$ cat src/rtl/evo_pkg.sv
// Package: shared types and constants for the output set/clear resolver.
// Assumes configuration words are 32 bits and fields are 2 bits per output.
package evo_pkg;

    localparam int CFG_DW        = 32;
    localparam int FIELD_W       = 2;
    localparam int ADDR_DIR      = 0;
    localparam int ADDR_CNF      = 1;
    localparam int ADDR_SET_BASE = 2;

    typedef enum logic [1:0] {
        DIR_FIXED = 2'd0,
        DIR_LO    = 2'd1,
        DIR_HI    = 2'd2,
        DIR_RSVD  = 2'd3
    } dir_mode_e;

    typedef enum logic [1:0] {
        CNF_HOLD   = 2'd0,
        CNF_SET    = 2'd1,
        CNF_CLEAR  = 2'd2,
        CNF_INVERT = 2'd3
    } cnf_mode_e;

endpackage

$ cat src/rtl/evo_cfg_regs.sv
// Module: configuration storage. Holds the packed direction and conflict
// words plus one set mask and one clear mask per output.
// Assumes 2*N_OUT <= 32 and N_EVT <= 32; unmapped addresses are ignored.
module evo_cfg_regs
    import evo_pkg::*;
#(
    parameter int N_OUT  = 16,
    parameter int N_EVT  = 16,
    parameter int ADDR_W = 6
) (
    input  logic                              clk,
    input  logic                              rst_n,
    input  logic                              wr_en,
    input  logic [ADDR_W-1:0]                 wr_addr,
    input  logic [CFG_DW-1:0]                 wr_data,
    output logic [FIELD_W*N_OUT-1:0]          dir_cfg,
    output logic [FIELD_W*N_OUT-1:0]          cnf_cfg,
    output logic [N_OUT-1:0][N_EVT-1:0]       set_mask,
    output logic [N_OUT-1:0][N_EVT-1:0]       clr_mask
);

    localparam int FW            = FIELD_W * N_OUT;
    localparam int ADDR_CLR_BASE = ADDR_SET_BASE + N_OUT;

    // Direction word register.
    always_ff @(posedge clk) begin
        if (!rst_n) begin
            dir_cfg <= '0;
        end else if (wr_en && (wr_addr == ADDR_W'(ADDR_DIR))) begin
            dir_cfg <= wr_data[FW-1:0];
        end
    end

    // Conflict word register.
    always_ff @(posedge clk) begin
        if (!rst_n) begin
            cnf_cfg <= '0;
        end else if (wr_en && (wr_addr == ADDR_W'(ADDR_CNF))) begin
            cnf_cfg <= wr_data[FW-1:0];
        end
    end

    for (genvar n = 0; n < N_OUT; n++) begin : g_mask
        // Set mask register for output n.
        always_ff @(posedge clk) begin
            if (!rst_n) begin
                set_mask[n] <= '0;
            end else if (wr_en && (wr_addr == ADDR_W'(ADDR_SET_BASE + n))) begin
                set_mask[n] <= wr_data[N_EVT-1:0];
            end
        end

        // Clear mask register for output n.
        always_ff @(posedge clk) begin
            if (!rst_n) begin
                clr_mask[n] <= '0;
            end else if (wr_en && (wr_addr == ADDR_W'(ADDR_CLR_BASE + n))) begin
                clr_mask[n] <= wr_data[N_EVT-1:0];
            end
        end
    end

endmodule

$ cat src/rtl/evo_req_combine.sv
// Module: turns the active event vector into per-output set and clear
// requests by matching it against each output's two masks.
// Assumes purely combinational use; no state.
module evo_req_combine #(
    parameter int N_OUT = 16,
    parameter int N_EVT = 16
) (
    input  logic [N_EVT-1:0]            evt,
    input  logic [N_OUT-1:0][N_EVT-1:0] set_mask,
    input  logic [N_OUT-1:0][N_EVT-1:0] clr_mask,
    output logic [N_OUT-1:0]            set_req,
    output logic [N_OUT-1:0]            clr_req
);

    for (genvar n = 0; n < N_OUT; n++) begin : g_req
        // Any matching event raises the request for output n.
        always_comb begin
            set_req[n] = |(evt & set_mask[n]);
            clr_req[n] = |(evt & clr_mask[n]);
        end
    end

endmodule

$ cat src/rtl/evo_bit_resolve.sv
// Module: next-state logic for one output. Applies the direction swap,
// then the conflict policy when both requests are present.
// Assumes reserved direction code 3 behaves as the fixed mode.
module evo_bit_resolve
    import evo_pkg::*;
(
    input  dir_mode_e dir_mode,
    input  cnf_mode_e cnf_mode,
    input  logic      lo_down,
    input  logic      hi_down,
    input  logic      set_req,
    input  logic      clr_req,
    input  logic      cur,
    output logic      nxt
);

    logic swap;

    // Decide whether set and clear exchange roles this cycle.
    always_comb begin
        unique case (dir_mode)
            DIR_LO:  swap = lo_down;
            DIR_HI:  swap = hi_down;
            default: swap = 1'b0;
        endcase
    end

    // Compute the next output value.
    always_comb begin
        if (set_req && clr_req) begin
            unique case (cnf_mode)
                CNF_HOLD:   nxt = cur;
                CNF_SET:    nxt = ~swap;
                CNF_CLEAR:  nxt = swap;
                CNF_INVERT: nxt = ~cur;
                default:    nxt = cur;
            endcase
        end else if (set_req) begin
            nxt = ~swap;
        end else if (clr_req) begin
            nxt = swap;
        end else begin
            nxt = cur;
        end
    end

endmodule

$ cat src/rtl/evo_out_bank.sv
// Module: top of the output set/clear resolver. Stores configuration,
// forms requests from events and registers the resolved outputs.
// Assumes N_OUT <= 16 and N_EVT <= 32 so fields fit one 32-bit word.
module evo_out_bank
    import evo_pkg::*;
#(
    parameter  int N_OUT  = 16,
    parameter  int N_EVT  = 16,
    localparam int N_ADDR = ADDR_SET_BASE + 2 * N_OUT,
    localparam int ADDR_W = $clog2(N_ADDR)
) (
    input  logic              clk,
    input  logic              rst_n,
    input  logic [N_EVT-1:0]  evt_active,
    input  logic              cnt_lo_down,
    input  logic              cnt_hi_down,
    input  logic              cfg_wr_en,
    input  logic [ADDR_W-1:0] cfg_addr,
    input  logic [CFG_DW-1:0] cfg_wdata,
    output logic [N_OUT-1:0]  out_state
);

    logic [FIELD_W*N_OUT-1:0]    dir_cfg;
    logic [FIELD_W*N_OUT-1:0]    cnf_cfg;
    logic [N_OUT-1:0][N_EVT-1:0] set_mask;
    logic [N_OUT-1:0][N_EVT-1:0] clr_mask;
    logic [N_OUT-1:0]            set_req;
    logic [N_OUT-1:0]            clr_req;
    logic [N_OUT-1:0]            out_nxt;

    evo_cfg_regs #(
        .N_OUT  (N_OUT),
        .N_EVT  (N_EVT),
        .ADDR_W (ADDR_W)
    ) cfg_i (
        .clk      (clk),
        .rst_n    (rst_n),
        .wr_en    (cfg_wr_en),
        .wr_addr  (cfg_addr),
        .wr_data  (cfg_wdata),
        .dir_cfg  (dir_cfg),
        .cnf_cfg  (cnf_cfg),
        .set_mask (set_mask),
        .clr_mask (clr_mask)
    );

    evo_req_combine #(
        .N_OUT (N_OUT),
        .N_EVT (N_EVT)
    ) req_i (
        .evt      (evt_active),
        .set_mask (set_mask),
        .clr_mask (clr_mask),
        .set_req  (set_req),
        .clr_req  (clr_req)
    );

    for (genvar n = 0; n < N_OUT; n++) begin : g_bit
        evo_bit_resolve res_i (
            .dir_mode (dir_mode_e'(dir_cfg[FIELD_W*n +: FIELD_W])),
            .cnf_mode (cnf_mode_e'(cnf_cfg[FIELD_W*n +: FIELD_W])),
            .lo_down  (cnt_lo_down),
            .hi_down  (cnt_hi_down),
            .set_req  (set_req[n]),
            .clr_req  (clr_req[n]),
            .cur      (out_state[n]),
            .nxt      (out_nxt[n])
        );
    end

    // Output state register.
    always_ff @(posedge clk) begin
        if (!rst_n) begin
            out_state <= '0;
        end else begin
            out_state <= out_nxt;
        end
    end

endmodule

$ cat config.mk
export PLATFORM = sky130hd
export DESIGN_NAME = evo_out_bank
export DESIGN_NICKNAME = d
export VERILOG_FILES = /design/src/rtl/evo_pkg.sv /design/src/rtl/evo_cfg_regs.sv /design/src/rtl/evo_req_combine.sv /design/src/rtl/evo_bit_resolve.sv /design/src/rtl/evo_out_bank.sv
export SDC_FILE = /design/constraint.sdc
export NUM_CORES = 1
export LEC_CHECK = 0
export BUFFER_PORTS_ARGS = -buffer_cell sky130_fd_sc_hd__buf_2
export CORE_MARGIN = 2
export CORE_UTILIZATION = 55
export DETAILED_ROUTE_END_ITERATION = 10
export MAX_ROUTING_LAYER = met4
export PLACE_DENSITY = 0.75
export REMOVE_ABC_BUFFERS = 1
export SYNTH_ARGS = -nofsm -noshare
export SYNTH_HDL_FRONTEND = slang
export SYNTH_HIERARCHICAL = 1
export SYNTH_SLANG_ARGS = --single-unit
export TNS_END_PERCENT = 20
$ cat constraint.sdc
create_clock -name clk -period 1.95 [get_ports clk]
set_input_delay 0.2925 -clock clk [delete_from_list [all_inputs] [get_ports clk]]
set_output_delay 0.2925 -clock clk [all_outputs]
set_load 0.01 [all_outputs]
Yosys cells after proc, flatten, opt, wreduce, memory -nomap -nowiden
Index checks and enable logic that the tools add are counted.

Multiplexer cells: 80. $lt $le $gt $ge: 0. Shift operators: 0. Add/sub/neg operators: 0. $mul: 0. Reduce and logical (&&, ||, !) cells: 131. Div/mod/pow operators: 0. Equal/unequal tests: 129. Bitwise operators: 64.

Operators with widths (number): AND 16 bit (32); OR reduction 16 bit (32); == test 2 bit (second input constant) (48); == test 6 x 5 -> 1 bit (second input constant) (16); == test 2 x 1 -> 1 bit (second input constant) (32); logical AND 1 bit (50); == test 6 x 4 -> 1 bit (second input constant) (8); two-way mux 1 bit (48); one-hot mux 1 bit (3 select lines) (16); nonzero test 3 bit (16); zero test 2 bit (16); inequality test 2 bit (second input constant) (16); inverter 1 bit (32); one-hot mux 1 bit (2 select lines) (16); AND reduction 2 bit (16); == test 6 x 3 -> 1 bit (second input constant) (4); == test 6 x 2 -> 1 bit (second input constant) (2); == test 6 bit (second input constant) (2); == test 6 x 1 -> 1 bit (second input constant) (1); zero test 6 bit (1).

Memories kept: 0. Bits in writable memories: 0. Bits in registers: 592. Input bits: 59. Output and inout bits: 16. Memory bits (read-only): 0. Latch bits: 0. Word-level logic and storage cells: 454.

Longest topological paths before layout
Word-level depth: 5. Gate-level depth with buffers: 9. Depth with buffers taken out: 8.

By module
Netlist, hierarchy kept.

Modules (own cells, without submodules): evo_cfg_regs (sequential area each 11531.1 um2, instances 1, area each 20796.2 um2, cells each 1981); evo_req_combine (sequential area each 0.0 um2, instances 1, area each 2790.2 um2, cells each 336); evo_bit_resolve (sequential area each 0.0 um2, instances 16, area each 116.4 um2, cells each 16); evo_out_bank (sequential area each 320.3 um2, instances 1, area each 446.7 um2, cells each 33).

Worst setup path before layout
Ideal clock, no wire load.

Path kind: input-to-reg. Start: input evt_active[15]. End: register out_state[0]. Required time: 1834 ps. Buffers on the path: 1. Cell stages on the path: 7. Arrival time: 1821 ps. Library setup time: 116 ps. Setup slack: 13 ps. Cells stage by stage: buf_2 a22o_1 a221oi_1 nand4_1 or4b_1 o2111a_1 and2_2.

Elaborated cells between the ends (all ways): 10. Those cells by class: eq/ne: 1; mux: 2; bitwise: 2; reduce/logical: 5.

RTL lines: start, declared (line evo_out_bank.sv:14) `input logic [N_EVT-1:0] evt_active,`; AND 16 bit (line evo_req_combine.sv:19) `clr_req[n] = |(evt & clr_mask[n]);`; OR reduction 16 bit (line evo_req_combine.sv:19); via clr_req[0] (line evo_out_bank.sv:28) `logic [N_OUT-1:0] clr_req;`; logical AND 1 bit (line evo_bit_resolve.sv:30) `if (set_req && clr_req) begin`; two-way mux 1 bit (line evo_bit_resolve.sv:30); via out_nxt[0] (line evo_out_bank.sv:29) `logic [N_OUT-1:0] out_nxt;`; end signal, assigned (line evo_out_bank.sv:76) `out_state <= out_nxt;`; end, declared (line evo_out_bank.sv:20) `output logic [N_OUT-1:0] out_state`.

The timed path passes the listed nets, and every way through them passes these cells. A chain may end at the register's enable or synchronous reset.

Final worst setup path
Start: register cfg_i/clr_mask[130] (netlist name). End: register out_state[8].

Elaborated cells between the ends (all ways): 7. Those cells by class: eq/ne: 1; mux: 1; bitwise: 1; reduce/logical: 4.

RTL lines: start, declared (line evo_cfg_regs.sv:19) `output logic [N_OUT-1:0][N_EVT-1:0] clr_mask`; start signal, assigned by index (line evo_cfg_regs.sv:58) `clr_mask[n] <= wr_data[N_EVT-1:0];`; AND 16 bit (line evo_req_combine.sv:19); OR reduction 16 bit (line evo_req_combine.sv:19); via clr_req[8] (line evo_out_bank.sv:28); logical AND 1 bit (line evo_bit_resolve.sv:30); two-way mux 1 bit (line evo_bit_resolve.sv:30); via out_nxt[8] (line evo_out_bank.sv:29).

The timed path passes the listed nets, and every way through them passes these cells.

==> reports/metrics.csv <==
metric,value,unit
CP Class,reg2reg,
CTS Root Cell,clkbuf_16,
Slew headroom,0.557,
Clock Path Buffers,3,
Tmin final,2.09,ns
CP Cell Sequence,a22o_1 > a221oi_2 > buf_4 > nand4_1 > or4b_4 > o2111a_1 > and2_4,
GRT overflow,0,
"EDFF count, synth",0,
WL per Instance,22.6,um
I/O Buffers,74,
1st-pass router iterations,5,
CTS buffer count,60,
Commonest cells post-synth,"630 x nand2_1, 592 x dfxtp_1, 576 x mux2i_1",
Die Width,221,um
Final Hold Fails,0,
final worst path period share,1.07,
CP Buf/Inv Count,1,
Starting Density,0.556,
total clock sinks,592,
total of max-cap violations,0,
initial antenna violation count,2,
endpoints failing setup,6,
first-pass GRT wire length,118000,um
"FF+latch count, synth",592,
total power,25.5,mW
clk slew on worst S/H paths,0.06,ns
"Async S/R FF share, synth",0,
Crit-path slowest cell,or4b_4,
"area leader, netlist",dfxtp_1,
clk_skew,0.0212,ns
top_reg_cell synth,dfxtp_1,
Post-Route WL,76100,um
PnR worst setup slack,-0.137,ns
worst endpoint required time,2.48,ns
post-synthesis compound-gate area fraction,0.122,
routability cong.,0.825,
Tot GR Track Use,0.312,
Final ANT Viol Nets,0,
row cnt,79,
dominant cells by area after synthesis,"dfxtp_1 46%, mux2i_1 22%, nand2_1 9.1%",
filler instances,3547,
DRC,0,
Placed Cells,3238,
Post-DP HPWL,45700,um
HP Start,rst_n,
final std cells w/o fill,3366,
post-DR vias/cell,6.23,
sequential share of the synthesized area,0.458,
crit path max fanout,2,
number of distinct library cells after synthesis,43,
Worst Path Arrival,2.62,ns
Critical Path Max Stage Delay,0.54,ns
RSZ-0062 raised after global routing,true,
largest net degree at the start of global routing,148,
worst IR drop on VDD,0.769,mV
Final Max Slew Viols,0,
Ys Warns,6,
Crit. End Element,flip-flop,
Area growth syn-to-layout,17.4,%
Nets,2802,
leak pwr,13.4,nW
insertion delay to the later sink of the worst-skew pair,0.63,ns
DR iter-0 viols,1967,
share of cells above drive strength 1,0.165,
placed cell areas,28000,um2
Post-Syn Area,25900,um2
vias in the first global route,21000,
share of the synthesized area in the top cell type,0.458,
Boundary Pins,75,
Slew @ Worst Pin,0.664,ns
final setup TNS,-0.366,ns
crit path from,cfg_i/clr_mask[130],
outcome,"finished, violations left",
multiplexer share of the synthesized area,0.223,
Hold Crit Class,in2reg,
syn avg cell area,9.94,um2
core area,46600,um2
CP Launch Type,flip-flop,
r2r setup slk,-0.14,ns
largest family of logic cells by synthesized area,multiplexers,
post-synthesis xor/xnor area fraction,0,
reg2reg start,cfg_i/clr_mask[130],
"count leader, synth",nand2_1,
power per cell area,839,nW/um2
family with the most delay on the worst path,simple AND/OR/NAND/NOR gates,
Post-Syn Instances,2606,
TritonCTS clock tree,done,
Max Fclk,479,MHz
Post-Synth Adder-Cell Area,0.0155,
simple-gate share of the synthesized area,0.135,
H-tree Lvls,2,
height of the chip,221,um
via count,21000,
final instance area,30400,um2
die area,48800,um2
violated checks,negative setup slack,
-- worst register-to-register path, cell delays in order, from the launching register on --
cell and delay, ns:
dfxtp_2 0.33, a22o_1 0.23, a221oi_2 0.29, buf_4 0.18, nand4_1 0.12, or4b_4 0.54
o2111a_1 0.16, and2_4 0.15
-- metrics by stage --
step	hold WS [ns]	utilization	setup slack (ns)
floorplan	0.414	-	-1.54
global placement	0.442	0.602	-0.475
detailed placement	0.447	0.602	-0.526
CTS	0.0594	0.650	-0.138
global route	0.0864	0.653	-0.169
finish	0.0815	0.653	-0.137
-- routing by layer --
metal,vias up,routed length (um),track usage,share of wire
met5,-,0,-,0
met4,0,3070,0.134,0.040
met3,239,5180,0.0398,0.068
met2,876,36400,0.510,0.48
met1,10300,31500,0.388,0.41
li1,9529,-,-,-
-- kinds of logic (layout without fill, tap and decap cells) --
| logic type | Yosys count | in the layout |
|---|---|---|
| AO/OA/AOI/OAI | 368 | 368 |
| AND/OR/NAND/NOR | 790 | 790 |
| flip-flops | 592 | 592 |
| multiplexers | 576 | 576 |
| other | 0 | 2 |
| buffers and inverters | 248 | 399 |
| adder cells (fa/ha/maj) | 32 | 32 |
-- cells in the final DEF (no fill, tap or decap), types with 32 or more instances in the layout --
cell type / n
nand2_1: 621
dfxtp_1: 589
mux2i_1: 576
a22o_1: 128
buf_4: 105
a221oi_1: 90
buf_2: 73
buf_12: 64
clkbuf_16: 61
a221oi_2: 38
nand4_1: 33
inv_1: 32
nor3_1: 32
ha_1: 32
-- path summary, 6_finish.rpt --
path | endpoint | cells past startpoint
worst max register to register | out_state[8] | 7
worst min-delay path | cfg_i/clr_mask[144] | 3
worst min register to register | cfg_i/clr_mask[221] | 2
worst max-delay path | out_state[8] | 7
-- final cells by class --
type	count	area, um2	area share
diodes	2	5.00	0.000165
clock inverters	18	166	0.00547
well taps	607	759	0.0250
clock buffers	90	1810	0.0594
inverters	32	120	0.00395
flip-flops and latches	592	11900	0.390
repair buffers	259	2610	0.0858
multi-input cells	1766	13100	0.430
-- sequential cells by signal (all words and copies together), names as in the netlist --
register / count
cfg_i/clr_mask: 256
cfg_i/set_mask: 256
cfg_i/cnf_cfg: 32
cfg_i/dir_cfg: 32
out_state: 16
-- power by group --
group,internal [mW],switching [mW]
sequential,12.2,0.0530
clock,6.63,4.90
combinational,0.592,1.16
-- timing repair --
| item | in CTS | in global routing |
|---|---|---|
| hold buffers | 16 | 0 |
| hold endpoints to repair | 32 | 0 |
| buffers inserted | 1 | 1 |
| endpoints found under the setup margin | 13 | 16 |
| gates resized for setup | 19 | 30 |
| pin swaps | 6 | 18 |
Power figures use the tool's default switching activity.
